$ cat src/rtl/rt_dp_pkg.sv
package rt_dp_pkg;

  localparam int unsigned OP_W = 4;
  localparam int unsigned SH_W = 2;

  typedef enum logic [OP_W-1:0] {
    ALU_PASS = 4'b0000,
    ALU_INC  = 4'b0001,
    ALU_ADD  = 4'b0010,
    ALU_SUB  = 4'b0011,
    ALU_AND  = 4'b0100,
    ALU_OR   = 4'b0101,
    ALU_XOR  = 4'b0110,
    ALU_NOT  = 4'b0111
  } alu_op_e;

  typedef enum logic [SH_W-1:0] {
    SH_PASS  = 2'b00,
    SH_RIGHT = 2'b01,
    SH_LEFT  = 2'b10,
    SH_HOLD  = 2'b11
  } sh_op_e;

  function automatic logic is_arith(input logic [OP_W-1:0] op);
    return (op == ALU_INC) || (op == ALU_ADD) || (op == ALU_SUB);
  endfunction

endpackage

$ cat src/rtl/rt_rst_sync.sv
module rt_rst_sync #(
  parameter int unsigned STAGES = 2
) (
  input  logic clk,
  input  logic rst_n,
  output logic rst_sync_n
);

  logic [STAGES-1:0] sync_q;
  logic [STAGES-1:0] sync_d;

  always_comb begin
    sync_d = {sync_q[STAGES-2:0], 1'b1};
  end

  always_ff @(posedge clk or negedge rst_n) begin
    if (!rst_n) begin
      sync_q <= '0;
    end else begin
      sync_q <= sync_d;
    end
  end

  assign rst_sync_n = sync_q[STAGES-1];

endmodule

$ cat src/rtl/rt_regbank.sv
module rt_regbank #(
  parameter int unsigned WIDTH = 8,
  parameter int unsigned NREG  = 4,
  localparam int unsigned SEL_W = $clog2(NREG)
) (
  input  logic             clk,
  input  logic             rst_n,
  input  logic             ld_en,
  input  logic [SEL_W-1:0] dst_sel,
  input  logic [WIDTH-1:0] wr_data,
  input  logic [SEL_W-1:0] a_sel,
  input  logic [SEL_W-1:0] b_sel,
  output logic [WIDTH-1:0] a_data,
  output logic [WIDTH-1:0] b_data
);

  logic [NREG-1:0]  ld_strobe;
  logic [WIDTH-1:0] reg_q   [NREG];
  logic [WIDTH-1:0] reg_nxt [NREG];

  // Destination decoder and per-register next-state logic
  for (genvar k = 0; k < NREG; k++) begin : g_reg
    assign ld_strobe[k] = ld_en && (dst_sel == SEL_W'(k));

    always_comb begin
      reg_nxt[k] = ld_strobe[k] ? wr_data : reg_q[k];
    end
  end

  always_ff @(posedge clk or negedge rst_n) begin
    if (!rst_n) begin
      for (int k = 0; k < NREG; k++) begin
        reg_q[k] <= '0;
      end
    end else begin
      for (int k = 0; k < NREG; k++) begin
        reg_q[k] <= reg_nxt[k];
      end
    end
  end

  // Read-port selectors
  always_comb begin
    a_data = reg_q[a_sel];
    b_data = reg_q[b_sel];
  end

endmodule

$ cat src/rtl/rt_alu.sv
module rt_alu
  import rt_dp_pkg::*;
#(
  parameter int unsigned WIDTH = 8
) (
  input  logic [WIDTH-1:0] op_a,
  input  logic [WIDTH-1:0] op_b,
  input  logic [OP_W-1:0]  op_sel,
  output logic [WIDTH-1:0] result,
  output logic             carry,
  output logic             ovf
);

  logic [WIDTH-1:0] add_x;
  logic [WIDTH-1:0] add_y;
  logic             add_cin;
  logic [WIDTH:0]   add_sum;

  // Shared adder operand steering
  always_comb begin
    add_x   = op_a;
    add_y   = '0;
    add_cin = 1'b0;
    case (op_sel)
      ALU_INC: begin add_y = '0;    add_cin = 1'b1; end
      ALU_ADD: begin add_y = op_b;  add_cin = 1'b0; end
      ALU_SUB: begin add_y = ~op_b; add_cin = 1'b1; end
      default: begin add_y = '0;    add_cin = 1'b0; end
    endcase
  end

  assign add_sum = {1'b0, add_x} + {1'b0, add_y} + {{WIDTH{1'b0}}, add_cin};

  always_comb begin
    case (op_sel)
      ALU_PASS: result = op_a;
      ALU_INC,
      ALU_ADD,
      ALU_SUB:  result = add_sum[WIDTH-1:0];
      ALU_AND:  result = op_a & op_b;
      ALU_OR:   result = op_a | op_b;
      ALU_XOR:  result = op_a ^ op_b;
      ALU_NOT:  result = ~op_a;
      default:  result = '0;
    endcase
  end

  always_comb begin
    if (is_arith(op_sel)) begin
      carry = add_sum[WIDTH];
      ovf   = (add_x[WIDTH-1] == add_y[WIDTH-1]) &&
              (add_sum[WIDTH-1] != add_x[WIDTH-1]);
    end else begin
      carry = 1'b0;
      ovf   = 1'b0;
    end
  end

endmodule

$ cat src/rtl/rt_shifter.sv
module rt_shifter
  import rt_dp_pkg::*;
#(
  parameter int unsigned WIDTH = 8
) (
  input  logic [WIDTH-1:0] sh_in,
  input  logic [SH_W-1:0]  sh_sel,
  output logic [WIDTH-1:0] sh_out
);

  always_comb begin
    case (sh_sel)
      SH_RIGHT: sh_out = {1'b0, sh_in[WIDTH-1:1]};
      SH_LEFT:  sh_out = {sh_in[WIDTH-2:0], 1'b0};
      default:  sh_out = sh_in;
    endcase
  end

endmodule

$ cat src/rtl/rt_datapath.sv
module rt_datapath
  import rt_dp_pkg::*;
#(
  parameter int unsigned WIDTH = 8,
  parameter int unsigned NREG  = 4,
  localparam int unsigned SEL_W = $clog2(NREG)
) (
  input  logic             clk,
  input  logic             rst_n,
  input  logic             ld_en,
  input  logic [SEL_W-1:0] dst_sel,
  input  logic [SEL_W-1:0] a_sel,
  input  logic [SEL_W-1:0] b_sel,
  input  logic             cb_sel,
  input  logic [WIDTH-1:0] const_in,
  input  logic [OP_W-1:0]  alu_op,
  input  logic [SH_W-1:0]  sh_op,
  input  logic             fu_sel,
  input  logic             wb_sel,
  input  logic [WIDTH-1:0] ext_din,
  output logic [WIDTH-1:0] addr_out,
  output logic [WIDTH-1:0] data_out,
  output logic             flag_v,
  output logic             flag_c,
  output logic             flag_n,
  output logic             flag_z
);

  logic             rst_sync_n;
  logic [WIDTH-1:0] bus_a;
  logic [WIDTH-1:0] reg_b;
  logic [WIDTH-1:0] bus_b;
  logic [WIDTH-1:0] alu_res;
  logic             alu_c;
  logic             alu_v;
  logic [WIDTH-1:0] sh_res;
  logic [WIDTH-1:0] fu_res;
  logic [WIDTH-1:0] wb_data;

  rt_rst_sync #(.STAGES(2)) i_rst_sync (
    .clk        (clk),
    .rst_n      (rst_n),
    .rst_sync_n (rst_sync_n)
  );

  rt_regbank #(.WIDTH(WIDTH), .NREG(NREG)) i_regbank (
    .clk     (clk),
    .rst_n   (rst_sync_n),
    .ld_en   (ld_en),
    .dst_sel (dst_sel),
    .wr_data (wb_data),
    .a_sel   (a_sel),
    .b_sel   (b_sel),
    .a_data  (bus_a),
    .b_data  (reg_b)
  );

  // Constant injection onto bus B
  always_comb begin
    bus_b = cb_sel ? const_in : reg_b;
  end

  rt_alu #(.WIDTH(WIDTH)) i_alu (
    .op_a   (bus_a),
    .op_b   (bus_b),
    .op_sel (alu_op),
    .result (alu_res),
    .carry  (alu_c),
    .ovf    (alu_v)
  );

  rt_shifter #(.WIDTH(WIDTH)) i_shifter (
    .sh_in  (bus_b),
    .sh_sel (sh_op),
    .sh_out (sh_res)
  );

  // Function-unit output select, status, and write-back select
  always_comb begin
    fu_res  = fu_sel ? sh_res : alu_res;
    wb_data = wb_sel ? ext_din : fu_res;
  end

  always_comb begin
    flag_c = alu_c && !fu_sel;
    flag_v = alu_v && !fu_sel;
    flag_n = fu_res[WIDTH-1];
    flag_z = (fu_res == '0);
  end

  assign addr_out = bus_a;
  assign data_out = bus_b;

endmodule

$ cat config.mk
export PLATFORM = sky130hd
export DESIGN_NAME = rt_datapath
export DESIGN_NICKNAME = d
export VERILOG_FILES = /design/src/rtl/rt_dp_pkg.sv /design/src/rtl/rt_rst_sync.sv /design/src/rtl/rt_regbank.sv /design/src/rtl/rt_alu.sv /design/src/rtl/rt_shifter.sv /design/src/rtl/rt_datapath.sv
export SDC_FILE = /design/constraint.sdc
export NUM_CORES = 1
export LEC_CHECK = 0
export BUFFER_PORTS_ARGS = -buffer_cell sky130_fd_sc_hd__buf_4
export CAP_MARGIN = 20
export CELL_PAD_IN_SITES_DETAIL_PLACEMENT = 1
export CELL_PAD_IN_SITES_GLOBAL_PLACEMENT = 1
export CORE_MARGIN = 8
export CORE_UTILIZATION = 29
export CTS_CLUSTER_SIZE = 28
export DETAILED_ROUTE_END_ITERATION = 10
export GPL_ROUTABILITY_DRIVEN = 0
export GPL_TIMING_DRIVEN = 0
export PLACE_DENSITY = 0.69
export SLEW_MARGIN = 20
export SYNTH_ARGS = -nofsm -noshare
export SYNTH_HDL_FRONTEND = slang
export SYNTH_SLANG_ARGS = --single-unit
$ cat constraint.sdc
create_clock -name clk -period 10.92 [get_ports clk]
set_input_delay 2.184 -clock clk [delete_from_list [all_inputs] [get_ports clk]]
set_output_delay 2.184 -clock clk [all_outputs]
set_load 0.005 [all_outputs]
==> metrics.yaml <==
status: "finished, final reports clean"
cp.buffers_inverters: 6
synth_top_area_cell: "dfrtp_1"
clkTransAtPathRegs_ns: 0.07
cpLargestDelayFamily: "buffers and inverters"
utilization_pct: 35.6
final_area_um2: 3870
synth_area_per_cell_um2: 9.07
area_growth_pct: 19.1
finalCriticalPeriod_ns: 8.56
synth_area_leaders: "dfrtp_1, mux4_2, ha_1"
track_usage_pct: 15.0
rsz0062_at_grt: "no"
finalMaxSlewViolations: 0
post-route-period-util_pct: 78.3
cts_tree: "done"
synth_area_um2: 3250
drt-total-wl_mm: 11.0
max_stage_delay_ns: 0.61
clock_latency_ns: 0.29
irDropWorstVdd_mv: 0.0867
final_nets: 474
grt_pass1_vias: 3229
synth_edf_count: 0
power_density_nw_per_um2: 127
synth_mux_area_share_pct: 17.7
drive_above_1_share_pct: 23.2
critPathArrivalTime_ns: 6.37
clockBufferDepth: 2
worst_slew_pin_slew_ns: 0.710
internal_power_mw: 0.305
slowest_stage: "clkbuf_1"
path_class: "primary input to output port"
slew_headroom_pct: 52.2
syn_inst: 359
hp-class: "flop to async pin"
drt_iter0_drc: 134
cts_buffers: 5
finClkSkew_ns: 0.00428
port-buffer-count: 47
crit_fanout: 10
yosysUniqueCellTypes: 61
switching_share_pct: 38.2
vias_per_cell: 5.42
hpwl_mm: 8.83
core_area_um2: 10900
post-cts-setup-buffers: 0
drv_cap: 0
fp.dieH_um: 122
worstPathCellList: "buf_4 -> clkbuf_1 -> clkbuf_1 -> clkbuf_1 -> xnor2_1 -> nor2_1 -> fa_1 -> inv_1 -> fa_1 -> nor2b_1 -> o31a_1 -> o22ai_1 -> mux2i_1 -> nor4_1 -> nand4_1 -> nor3_2 -> buf_4"
max_freq_mhz: 117
synthSimpleGateAreaFrac_pct: 16.8
cts_root_buffer: "clkbuf_8"
power_frac_seq_pct: 34.2
grt_first_pass_wirelength_mm: 17.6
critical_path.startpoint: "alu_op[0]"
ant_nets: 0
first_pass_iters: 4
grt-ovfl-total: 0
cpMostUsedCell: "clkbuf_1"
synthAdderAreaFrac_pct: 10.8
rows: 38
postPlaceCellArea_um2: 3780
start_util_pct: 29.9
synth_seq_cells: 34
die-area_um2: 14900
synth-main-ff-cell: "dfrtp_1"
ys_seq_area_share_pct: 26.1
diodes: 0
hold_violations: 0
ctsHoldBuffers: 0
drcViolationCount: 0
h-tree-depth: 2
tns_ns: 0
cp.required_ns: 8.74
grt_max_degree: 33
layout.cells.non_filler: 554
async_reset_ff_share_pct: 100
crit_path_end_kind: "output port"
synth_top_family_by_area: "compound AO/OA/AOI/OAI gates"
yosysTopAreaCellShare_pct: 26.1
die_w_um: 122
leakagePower_nw: 1.70
synth_warnings: 0
setup_viol: 0
ios: 54
synth_xor_area_share_pct: 2.96
switchingPower_mw: 0.189
cp-start-kind: "primary input"
dp.cells: 546
cts-resized-gates: 0
synth_compound_area_share_pct: 19.8
pwr-share-clk_pct: 19.3
antenna_found_initial: 0
syn_nets: 420
routed-via-count: 3003
cts_sinks: 34
power.share.combinational_pct: 46.5
wire_per_inst_um: 19.8
worst_r2r_startpoint: "i_regbank.reg_q[0]$_DFFE_PN0P_"
layout make-up:
class / instances / area (µm²)
fillers: 1321 / 7010
flip-flops and latches: 34 / 852
plain buffers: 20 / 85.1
well taps: 140 / 175
clock inverters: 1 / 5.00
repair buffers: 47 / 353
inverters: 26 / 97.6
multi-input cells: 279 / 2220
clock buffers: 7 / 86.3
kinds of logic (layout without fill, tap and decap cells):
kind of cell	after synthesis	after routing
xor gates and xnor gates	11	11
AOI/OAI and AO/OA	89	89
other	1	1
adders and majority gates	27	27
and+or+nand+nor	115	115
buffers and inverters	46	101
DFF	34	34
muxes	36	36
registers in the layout (all words and copies together) (netlist names):
register	flops
i_rst_sync.sync_q	2
i_regbank.reg_q	32
cells in the final DEF (no fill, tap or decap), drive strengths merged, types with 3 or more instances in the layout:
cell,instances
nor2,27
inv,26
a32oi,4
nand2b,5
nor3,5
nand4,4
mux2i,13
clkbuf,21
o31ai,16
o22ai,4
mux2,7
dfrtp,34
xnor2,9
or2,4
o221ai,4
ha,25
a211oi,3
and2,4
nand2,44
o211ai,6
nand3,9
a22o,5
o21ai,24
buf,53
nor2b,3
mux4,16
a21oi,6
path summary, 6_finish.rpt:
path | to | slack [ns] | depth (start not counted)
hold / removal | i_regbank.reg_q[17]$_DFFE_PN0P_ | 0.32 | 0
min in group clk | i_rst_sync.sync_q[1]$_DFF_PN0_ | 0.36 | 0
max in group asynchronous | i_rst_sync.sync_q[1]$_DFF_PN0_ | 9.16 | 1
hold reg to reg | i_regbank.reg_q[17]$_DFFE_PN0P_ | 0.32 | 0
setup / recovery | flag_z | 2.36 | 17
setup reg to reg | i_regbank.reg_q[22]$_DFFE_PN0P_ | 6.80 | 14
cell usage after synthesis (all sizes together), types with 5 or more instances:
master / number
a22o: 5
buf: 6
nand2: 44
mux2: 7
o211ai: 6
clkbuf: 14
ha: 25
xnor2: 9
mux4: 16
inv: 26
nand3: 9
a21oi: 6
dfrtp: 34
nor3: 5
o31ai: 16
mux2i: 13
o21ai: 24
nor2: 27
nand2b: 5
power by group through the flow:
| stage | combinational (mW) | clock, mW | sequential (mW) |
|---|---|---|---|
| finish | 0.229 | 0.0954 | 0.169 |
| detailed placement | 0.229 | 0 | 0.171 |
| floorplan | 0.152 | 0 | 0.164 |
| CTS | 0.231 | 0.0979 | 0.168 |
| global route | 0.254 | 0.104 | 0.172 |
| global placement | 0.222 | 0 | 0.168 |
worst reg2reg max path, cell delays in order (launching register included):
cell     delay, ns
dfrtp_1       0.41
mux4_2        0.52
mux2i_2       0.23
inv_1         0.18
xnor2_1       0.18
nor2_1        0.08
fa_1          0.46
inv_1         0.10
fa_1          0.23
nor2b_1       0.07
o31a_1        0.28
o22ai_1       0.22
mux2i_1       0.17
nor4_1        0.66
o31ai_1       0.17
layer usage:
metal	wire [µm]	global-route usage, %	vias to the layer above	share of wire (%)
met3	447	2.55	11	4.1
li1	-	-	1424	-
met4	114	3.24	0	1.0
met5	0	0	-	0
met1	4990	19.0	1494	45
met2	5420	26.0	74	49
stage by stage:
stage               hold slack, ns  setup WS (ns)  power (mW)
CTS                          0.355           2.35       0.497
floorplan                    0.331           3.58       0.315
finish                       0.315           2.36       0.494
global route                 0.374           2.13       0.530
detailed placement           0.349           2.37       0.400
global placement             0.339           2.44       0.390
Power figures use the tool's default switching activity.
